File: src/rtl/pwmdac_pkg.sv
package pwmdac_pkg;
    timeunit 1ns;
    timeprecision 1ps;

    // Run controller states
    typedef enum logic [0:0] {
        ST_HALT = 1'b0,
        ST_RUN  = 1'b1
    } run_state_t;
endpackage

File: src/rtl/pwmdac_ctrl.sv
module pwmdac_ctrl
    import pwmdac_pkg::*;
#(
    parameter int RES_BITS = 10
) (
    input  logic                clk,
    input  logic                rst,
    input  logic                en,
    output logic [RES_BITS-1:0] cnt_o,
    output logic                run_o,
    output logic                zero_o
);
    timeunit 1ns;
    timeprecision 1ps;

    localparam logic [RES_BITS-1:0] CNT_TOP = '1;

    run_state_t          state_q;
    run_state_t          state_d;
    logic [RES_BITS-1:0] cnt_q;

    // next-state logic
    always_comb begin
        state_d = state_q;
        unique case (state_q)
            ST_HALT: if (en)  state_d = ST_RUN;   // HALT_TO_RUN
            ST_RUN:  if (!en) state_d = ST_HALT;  // RUN_TO_HALT
            default: state_d = ST_HALT;
        endcase
    end

    // state register
    always_ff @(posedge clk) begin
        if (rst) state_q <= ST_HALT;
        else     state_q <= state_d;
    end

    // down counter, advancing only while running
    always_ff @(posedge clk) begin
        if (rst) begin
            cnt_q <= '0;
        end else if (state_q == ST_RUN) begin
            if (cnt_q == '0) cnt_q <= CNT_TOP;
            else             cnt_q <= cnt_q - 1'b1;
        end
    end

    // outputs
    always_comb begin
        run_o  = (state_q == ST_RUN);
        zero_o = (state_q == ST_RUN) && (cnt_q == '0);
        cnt_o  = cnt_q;
    end

    assert_reload_R2: assert property (@(posedge clk) disable iff (rst)
        (run_o && cnt_q == '0) |=> (cnt_q == CNT_TOP));

    assert_step_R2: assert property (@(posedge clk) disable iff (rst)
        (run_o && cnt_q != '0) |=> (cnt_q == $past(cnt_q) - 1'b1));

    assert_freeze_R10: assert property (@(posedge clk) disable iff (rst)
        (!run_o) |=> $stable(cnt_q));

    assert_zero_single_R1: assert property (@(posedge clk) disable iff (rst)
        zero_o |=> !zero_o);
endmodule

File: src/rtl/pwmdac_cmp.sv
module pwmdac_cmp #(
    parameter int RES_BITS = 10
) (
    input  logic                clk,
    input  logic                rst,
    input  logic                run_i,
    input  logic                zero_i,
    input  logic [RES_BITS-1:0] cnt_i,
    input  logic                load_en,
    input  logic [RES_BITS-1:0] load_val,
    output logic                pwm_o,
    output logic                match_o
);
    timeunit 1ns;
    timeprecision 1ps;

    logic [RES_BITS-1:0] shadow_q;
    logic [RES_BITS-1:0] active_q;

    always_ff @(posedge clk) begin
        if (rst)          shadow_q <= '0;
        else if (load_en) shadow_q <= load_val;
    end

    // commit at the zero cycle; takes the shadow as it stood before this edge
    always_ff @(posedge clk) begin
        if (rst)         active_q <= '0;
        else if (zero_i) active_q <= shadow_q;
    end

    always_comb begin
        pwm_o   = run_i && (cnt_i < active_q);
        match_o = run_i && (cnt_i == active_q);
    end

    assert_commit_R4: assert property (@(posedge clk) disable iff (rst)
        !$stable(active_q) |-> $past(zero_i));

    assert_single_pulse_R5: assert property (@(posedge clk) disable iff (rst)
        (match_o && !zero_i) |=> !match_o);

    assert_fall_at_wrap_R11: assert property (@(posedge clk) disable iff (rst)
        ($fell(pwm_o) && run_i) |-> $past(zero_i));
endmodule

File: src/rtl/pwmdac_table.sv
module pwmdac_table #(
    parameter int RES_BITS  = 10,
    parameter int TBL_DEPTH = 64,
    parameter int WR_W      = 16
) (
    input  logic                          clk,
    input  logic                          rst,
    input  logic                          mode_i,
    input  logic                          step_i,
    input  logic                          wr_en,
    input  logic [$clog2(TBL_DEPTH)-1:0]  wr_addr,
    input  logic [WR_W-1:0]               wr_data,
    input  logic                          len_en,
    input  logic [$clog2(TBL_DEPTH):0]    len_data,
    output logic [RES_BITS-1:0]           entry_o,
    output logic                          entry_vld
);
    timeunit 1ns;
    timeprecision 1ps;

    localparam int AW = $clog2(TBL_DEPTH);
    localparam int LW = AW + 1;
    localparam logic [AW-1:0] LAST_SLOT = AW'(TBL_DEPTH - 1);

    logic [RES_BITS-1:0] mem_q [TBL_DEPTH];
    logic [LW-1:0]       len_q;
    logic [AW-1:0]       idx_q;
    logic [LW-1:0]       idx_nxt;
    logic                wrap;
    logic                advance;

    generate
        if (WR_W > RES_BITS) begin : g_sink
            logic unused_hi;
            assign unused_hi = ^wr_data[WR_W-1:RES_BITS];
        end
    endgenerate

    always_ff @(posedge clk) begin
        if (wr_en && ({1'b0, wr_addr} < LW'(TBL_DEPTH)))
            mem_q[wr_addr] <= wr_data[RES_BITS-1:0];
    end

    always_ff @(posedge clk) begin
        if (rst)         len_q <= LW'(TBL_DEPTH);
        else if (len_en) len_q <= len_data;
    end

    always_comb begin
        advance = mode_i && step_i;
        idx_nxt = {1'b0, idx_q} + LW'(1);
        wrap    = (idx_nxt >= len_q) || (idx_q == LAST_SLOT);
    end

    always_ff @(posedge clk) begin
        if (rst)          idx_q <= '0;
        else if (advance) idx_q <= wrap ? '0 : idx_nxt[AW-1:0];
    end

    always_comb begin
        entry_o   = mem_q[idx_q];
        entry_vld = advance;
    end

    assert_idx_range_R7: assert property (@(posedge clk) disable iff (rst)
        ({1'b0, idx_q} < LW'(TBL_DEPTH)));

    assert_idx_hold_R7: assert property (@(posedge clk) disable iff (rst)
        !(mode_i && step_i) |=> $stable(idx_q));
endmodule

File: src/rtl/pwmdac_gen.sv
module pwmdac_gen #(
    parameter int RES_BITS  = 10,
    parameter int TBL_DEPTH = 64,
    parameter int WR_W      = 16
) (
    input  logic                          clk,
    input  logic                          rst,
    input  logic                          en,
    input  logic                          duty_we,
    input  logic [WR_W-1:0]               duty_wdata,
    input  logic                          tbl_mode,
    input  logic                          tbl_we,
    input  logic [$clog2(TBL_DEPTH)-1:0]  tbl_waddr,
    input  logic [WR_W-1:0]               tbl_wdata,
    input  logic                          len_we,
    input  logic [$clog2(TBL_DEPTH):0]    len_wdata,
    output logic                          pwm_out,
    output logic                          cmp_evt,
    output logic                          zero_evt
);
    timeunit 1ns;
    timeprecision 1ps;

    logic [RES_BITS-1:0] cnt;
    logic                run;
    logic                zero_hit;
    logic                match;
    logic [RES_BITS-1:0] tbl_entry;
    logic                tbl_vld;
    logic                load_en;
    logic [RES_BITS-1:0] load_val;

    generate
        if (WR_W > RES_BITS) begin : g_sink
            logic unused_hi;
            assign unused_hi = ^duty_wdata[WR_W-1:RES_BITS];
        end
    endgenerate

    // duty write takes priority over a table transfer
    always_comb begin
        load_en  = duty_we || tbl_vld;
        load_val = duty_we ? duty_wdata[RES_BITS-1:0] : tbl_entry;
    end

    pwmdac_ctrl #(.RES_BITS(RES_BITS)) u_ctrl (
        .clk    (clk),
        .rst    (rst),
        .en     (en),
        .cnt_o  (cnt),
        .run_o  (run),
        .zero_o (zero_hit)
    );

    pwmdac_cmp #(.RES_BITS(RES_BITS)) u_cmp (
        .clk      (clk),
        .rst      (rst),
        .run_i    (run),
        .zero_i   (zero_hit),
        .cnt_i    (cnt),
        .load_en  (load_en),
        .load_val (load_val),
        .pwm_o    (pwm_out),
        .match_o  (match)
    );

    pwmdac_table #(
        .RES_BITS  (RES_BITS),
        .TBL_DEPTH (TBL_DEPTH),
        .WR_W      (WR_W)
    ) u_table (
        .clk       (clk),
        .rst       (rst),
        .mode_i    (tbl_mode),
        .step_i    (match),
        .wr_en     (tbl_we),
        .wr_addr   (tbl_waddr),
        .wr_data   (tbl_wdata),
        .len_en    (len_we),
        .len_data  (len_wdata),
        .entry_o   (tbl_entry),
        .entry_vld (tbl_vld)
    );

    always_comb begin
        cmp_evt  = match;
        zero_evt = zero_hit;
    end
endmodule

File: config.mk
export PLATFORM = sky130hd
export DESIGN_NAME = pwmdac_gen
export DESIGN_NICKNAME = d
export VERILOG_FILES = /design/src/rtl/pwmdac_pkg.sv /design/src/rtl/pwmdac_ctrl.sv /design/src/rtl/pwmdac_cmp.sv /design/src/rtl/pwmdac_table.sv /design/src/rtl/pwmdac_gen.sv
export SDC_FILE = /design/constraint.sdc
export NUM_CORES = 1
export LEC_CHECK = 0
export ABC_AREA = 1
export BUFFER_PORTS_ARGS = -buffer_cell sky130_fd_sc_hd__buf_2
export CORE_ASPECT_RATIO = 1.75
export CORE_UTILIZATION = 60
export CTS_CLUSTER_DIAMETER = 40
export DETAILED_ROUTE_END_ITERATION = 6
export PLACE_DENSITY = 0.82
export SLEW_MARGIN = 20
export SYNTH_ARGS = -nofsm -noshare
export SYNTH_HDL_FRONTEND = slang
export SYNTH_SLANG_ARGS = --single-unit
File: constraint.sdc
create_clock -name clk -period 2.9 [get_ports clk]
set_clock_uncertainty 0.05 [all_clocks]
set_input_delay 0.29 -clock clk [delete_from_list [all_inputs] [get_ports clk]]
set_output_delay 0.29 -clock clk [all_outputs]
set_load 0.01 [all_outputs]
---- After elaboration in Yosys (flattened, before gate mapping) ----
Memories as Yosys holds them, arrays and structs flattened. A register that Yosys moved wholly into a read port is not among the register bits.
Index checks and enable logic that the tools add are counted.
Widths: inputs -> output; s select.
word-level totals
  bits in registers ....................... 44
  bits in writable memories ............... 640
  input bits .............................. 52
  output and inout port bits .............. 3
  word-level logic and storage cells ...... 28
  memories ................................ 1
cells by class
  add/subtract/negate cells ............... 2
  order comparisons ....................... 2
  equality and inequality tests ........... 2
  muxes and demuxes ....................... 8
  reductions and logical operators ........ 7
memory list
  name           depth  bits a word  rd ports  clocked after Yosys merged registers in  write ports  RTL line            text
  u_table.mem_q  64     10           1         1                                        1            pwmdac_table.sv:25  logic [RES_BITS-1:0] mem_q [TBL_DEPTH];
operators with widths
  cell                   number
  $mux 10                2
  $mux 6                 3
  $eq 10x10->1           1
  $logic_not 10->1       1
  $lt 10x10->1           1
  $sub 10x1->10 const B  1
  $add 6x1->7 const B    1
  $ge 7x7->1             1
  $eq 6x6->1 const B     1
  $logic_and 1x1->1      4
  $mux 1                 3
  $logic_or 1x1->1       2

---- Longest topological paths before layout ----
  word-level depth ........................ 6
  gate-level depth with buffers ........... 15

---- Modules after synthesis ----
From an unflattened synthesis, not the netlist that was laid out.
second synthesis, totals
  cell total of the unflattened synthesis .. 2,559
  area total of the unflattened synthesis .. 28,753.8 µm²
modules (own cells, without submodules)
  module        instances  cells each  area an instance (µm²)  seq. area each (µm²)
  pwmdac_table  1          2,321       27,058.5                19,598.8
  pwmdac_cmp    1          126         1,004.7                 400.4
  pwmdac_ctrl   1          79          556.8                   220.2
  pwmdac_gen    1          33          133.9                   0.0

---- Worst setup path before layout ----
OpenSTA, ideal clock, no wires.
  kind .................................... input to register
  start ................................... in tbl_we
  end ..................................... mem u_table.mem_q[48][0] (enable)
  data arrival time ....................... 1,849 ps
  required time ........................... 2,446 ps
  slack ................................... 597 ps
  stages on the path ...................... 3
  path buffers ............................ 1
  cells stage by stage .................... clkbuf_1 -> nand4_1 -> nor4_1
on the way
  cells in the longest elaborated chain, start to end .. 2
RTL lines
  item                          RTL line            text
  start, declared               pwmdac_gen.sv:12    input logic tbl_we,
  $mux 1                        pwmdac_table.sv:40  if (wr_en && ({1'b0, wr_addr} < LW'(TBL_DEPTH)))
  $mux 1 (not written as such)  pwmdac_table.sv:41  mem_q[wr_addr] <= wr_data[RES_BITS-1:0];
  end, declared                 pwmdac_table.sv:25
No other way between the ends.

---- Worst setup path after layout ----
  start ................................... reg u_ctrl.cnt_q[0], in the netlist u_ctrl.cnt_o[0]
  end ..................................... out zero_evt
on the way
  cells in the longest elaborated chain, start to end .. 2
RTL lines
  item                    RTL line           text
  start, declared         pwmdac_ctrl.sv:20  logic [RES_BITS-1:0] cnt_q;
  start signal, assigned  pwmdac_ctrl.sv:44  else cnt_q <= cnt_q - 1'b1;
  $logic_not 10->1        pwmdac_ctrl.sv:51  zero_o = (state_q == ST_RUN) && (cnt_q == '0);
  $logic_and 1x1->1       pwmdac_ctrl.sv:51
  end, declared           pwmdac_gen.sv:19   output logic zero_evt
No other way between the ends.

==> impl_results.md <==
* Starting density of the core at 60.8%
* Initial antenna violation count at 0
* CTS Buf Count at 55
* RSZ-0062 raised after global routing: false
* CP Launch Type: register
* Slew headroom at 41.2%
* Pin count of the biggest net entering global routing at 164
* Power density over the cells at 617 mW/mm^2
* R2r endpoint: u_cmp.shadow_q[4]$_SDFFE_PP0P_
* Pleak at 0.0116 uW
* Fmax at 388 MHz
* Mapped cell area at 0.0285 mm^2
* Clock Latency Late Sink at 0.59 ns
* Failing checks: DRC
* Fin. Hold Viols at 0
* Nets at 2678
* Inserted Diodes at 0
* Synth warnings at 0
* CP max FO at 24
* Slew Viols, Final at 0
* Yosys top cell area share at 67.3%
* Drc violations at 1
* Post-synthesis average cell area at 11.3 um^2
* Worst vdd ir at 443 uV
* Grt total ovfl at 0
* Synth top area cells: edfxtp_1 67%, nand2_1 11%, nand3_1 9.9%, dfxtp_1 3.5%, nor2_1 1.4%
* Sequential area share after synthesis at 70.8%
* Area grow syn2layout at 10.7%
* Die H at 291 um
* Status: finished with violations
* Port Buffer Count at 42
* Worst hold path class: in -> reg
* Clock Sinks at 690
* GPL Wtd Cong at 0.933
* Routed WL per cell at 21.3 um
* CTS Root Cell: clkbuf_16
* Hold Crit Depth at 5
* Max-cap viol count at 0
* Vias in the first global route at 19900
* Worst endpoint required time at 2.56 ns
* Setup TNS at 0 ns
* Core footprint at 0.0469 mm^2
* Total die area at 0.0485 mm^2
* Clock Path Buffers at 3
* Syn nets at 2601
* I/O pin cnt at 55
* First-pass GRT wire length at 106000 um
* Fin crit share at 88.8%
* Pre-antenna DRT Iters at 7
* Minimum clock period at 2.57 ns
* Netlist cell types at 34
* Synth Register Bits at 690
* Iter 0 DRT Violations at 2185
* R2R Setup Slk at 0.34 ns
* Cells after Synth at 2530
* Kind of critical path: reg -> out
* CTS H-tree depth at 2
* Crit. End Element: output pin
* Post-route ant nets at 0
* Share of cells above drive strength 1 at 10.2%
* Endpoints failing setup at 0
* GRT Total Usage at 28.6%
* Clock-pin slew on the worst setup and hold paths at 0.07 ns
* Vias at 19700
* Hold path startpoint: duty_wdata[2]
* Total Wirelength at 68900 um
* Rows at 105
* Synth area leader: edfxtp_1
* CTS tree: done
* Data arrival time of the critical path at 2.23 ns
* DPL Wire Length at 41900 um
* Slew @ Worst Pin at 0.879 ns
* Cells on worst reg2reg path at 11
* Worst Hold Path EP: u_cmp.shadow_q[2]$_SDFFE_PP0P_
* Die W at 167 um
* Power Total at 19500 uW
* Via-per-instance ratio at 6.08
[cells in the final DEF, fill, tap and decap left out, types with 12 or more instances in the layout]
cell type | synthesis | layout
nand3_1 | 567 | 567
nand2_1 | 846 | 845
clkbuf_16 | 0 | 57
edfxtp_1 | 640 | 640
nor2_1 | 108 | 108
clkinv_1 | 1 | 15
buf_2 | 65 | 42
clkinv_2 | 0 | 12
a21oi_1 | 26 | 26
buf_4 | 27 | 108
ha_1 | 19 | 19
inv_1 | 46 | 46
o21ai_0 | 17 | 17
dfxtp_1 | 50 | 47
[timing repair]
item,in CTS,in global routing
hold buffers,11,0
setup endpoints to repair,0,1
hold endpoints to repair,8,0
setup buffers,0,0
resized for setup,0,1
[power breakdown]
group,switching (uW),total (uW),leakage (uW),internal (uW)
sequential,52.3,11000,0.00617,11000
clock,3380,7350,0.000871,3970
combinational,799,1110,0.00457,316
total,4230,19500,0.0116,15300
[stage by stage]
stage	hold slack [ns]	cells	cell area, um^2	setup WS, ns	util (%)
finish	0.0550	3240	31600	0.326	67.4
global route	0.0698	3240	31600	0.175	67.4
CTS	0.0385	3240	31600	0.0793	67.4
detailed placement	0.411	3127	29700	0.510	63.4
global placement	0.408	3127	29700	0.555	63.4
floorplan	0.339	2530	28500	0.597	-
[layer usage]
layer	share of wire [%]	GRT usage (%)	up-vias
met2	52	51.0	1141
met3	7.9	3.46	265
met1	33	31.7	9329
met5	0	0	-
li1	-	-	8977
met4	6.6	20.2	0
[synthesized netlist by cell type]
master / count
buf_6: 12
and3_1: 1
xor2_1: 3
dfxtp_1: 50
nor2_2: 1
a31o_2: 1
clkinv_1: 1
a211oi_1: 9
xnor2_1: 2
nand4_1: 11
nand3_1: 567
buf_4: 27
buf_12: 1
nand2_2: 1
o211ai_1: 1
a31oi_1: 1
o21a_1: 1
a21oi_2: 10
buf_1: 11
edfxtp_1: 640
a21oi_1: 26
nand2_1: 846
inv_1: 46
buf_2: 65
o21ai_0: 17
nor4_1: 8
nor2_1: 108
clkbuf_1: 36
inv_2: 3
a2111oi_0: 1
nor3_1: 2
or2_1: 1
ha_1: 19
inv_6: 1
[registers in the layout (all words and copies together) (netlist names), named ones only]
signal          count
u_table.mem_q     640
u_cmp.active_q     10
u_cmp.shadow_q     10
u_ctrl.cnt_o       10
u_table.len_q       7
u_table.idx_q       6
u_ctrl.run_o        1
[cells by family after synthesis]
group           share of synthesized area, %
compound gates                          1.43
simple gates                            23.0
flops                                   70.8
xor+xnor                               0.153
buf+inv                                 3.70
fa+ha+maj                              0.833
[worst max-delay path, cell delays in order (launching register included)]
cell	delay, ns
dfxtp_1	0.31
inv_1	0.10
ha_1	0.16
inv_1	0.05
nor3_1	0.12
inv_1	0.08
nor2_2	0.17
nand2_2	0.31
inv_1	0.18
buf_2	0.15
[worst max-delay path by stage]
stage	startpoint	to	slack, ns	cells after the start
detailed placement	register	u_cmp.shadow_q[4]$_SDFFE_PP0P_	0.51	11
CTS	u_ctrl.cnt_o[0]$_SDFFE_PP0P_	zero_evt	0.08	9
global placement	register	u_cmp.shadow_q[1]$_SDFFE_PP0P_	0.56	12
floorplan	tbl_we	u_table.mem_q[48][0]$_DFFE_PP_	0.60	3
global route	u_ctrl.cnt_o[0]$_SDFFE_PP0P_	zero_evt	0.17	9
finish	u_ctrl.cnt_o[0]$_SDFFE_PP0P_	zero_evt	0.33	9
[area by class of cell]
cell class              instances  area [um^2]
clock buffers                  64         1450
clock inverters                38          312
fillers                      3080        15300
inverters                      51          201
multi-input cells            1637         7320
flip-flops and latches        690        20200
well taps                     588          736
repair buffers                172         1350
Power figures use the tool's default switching activity.
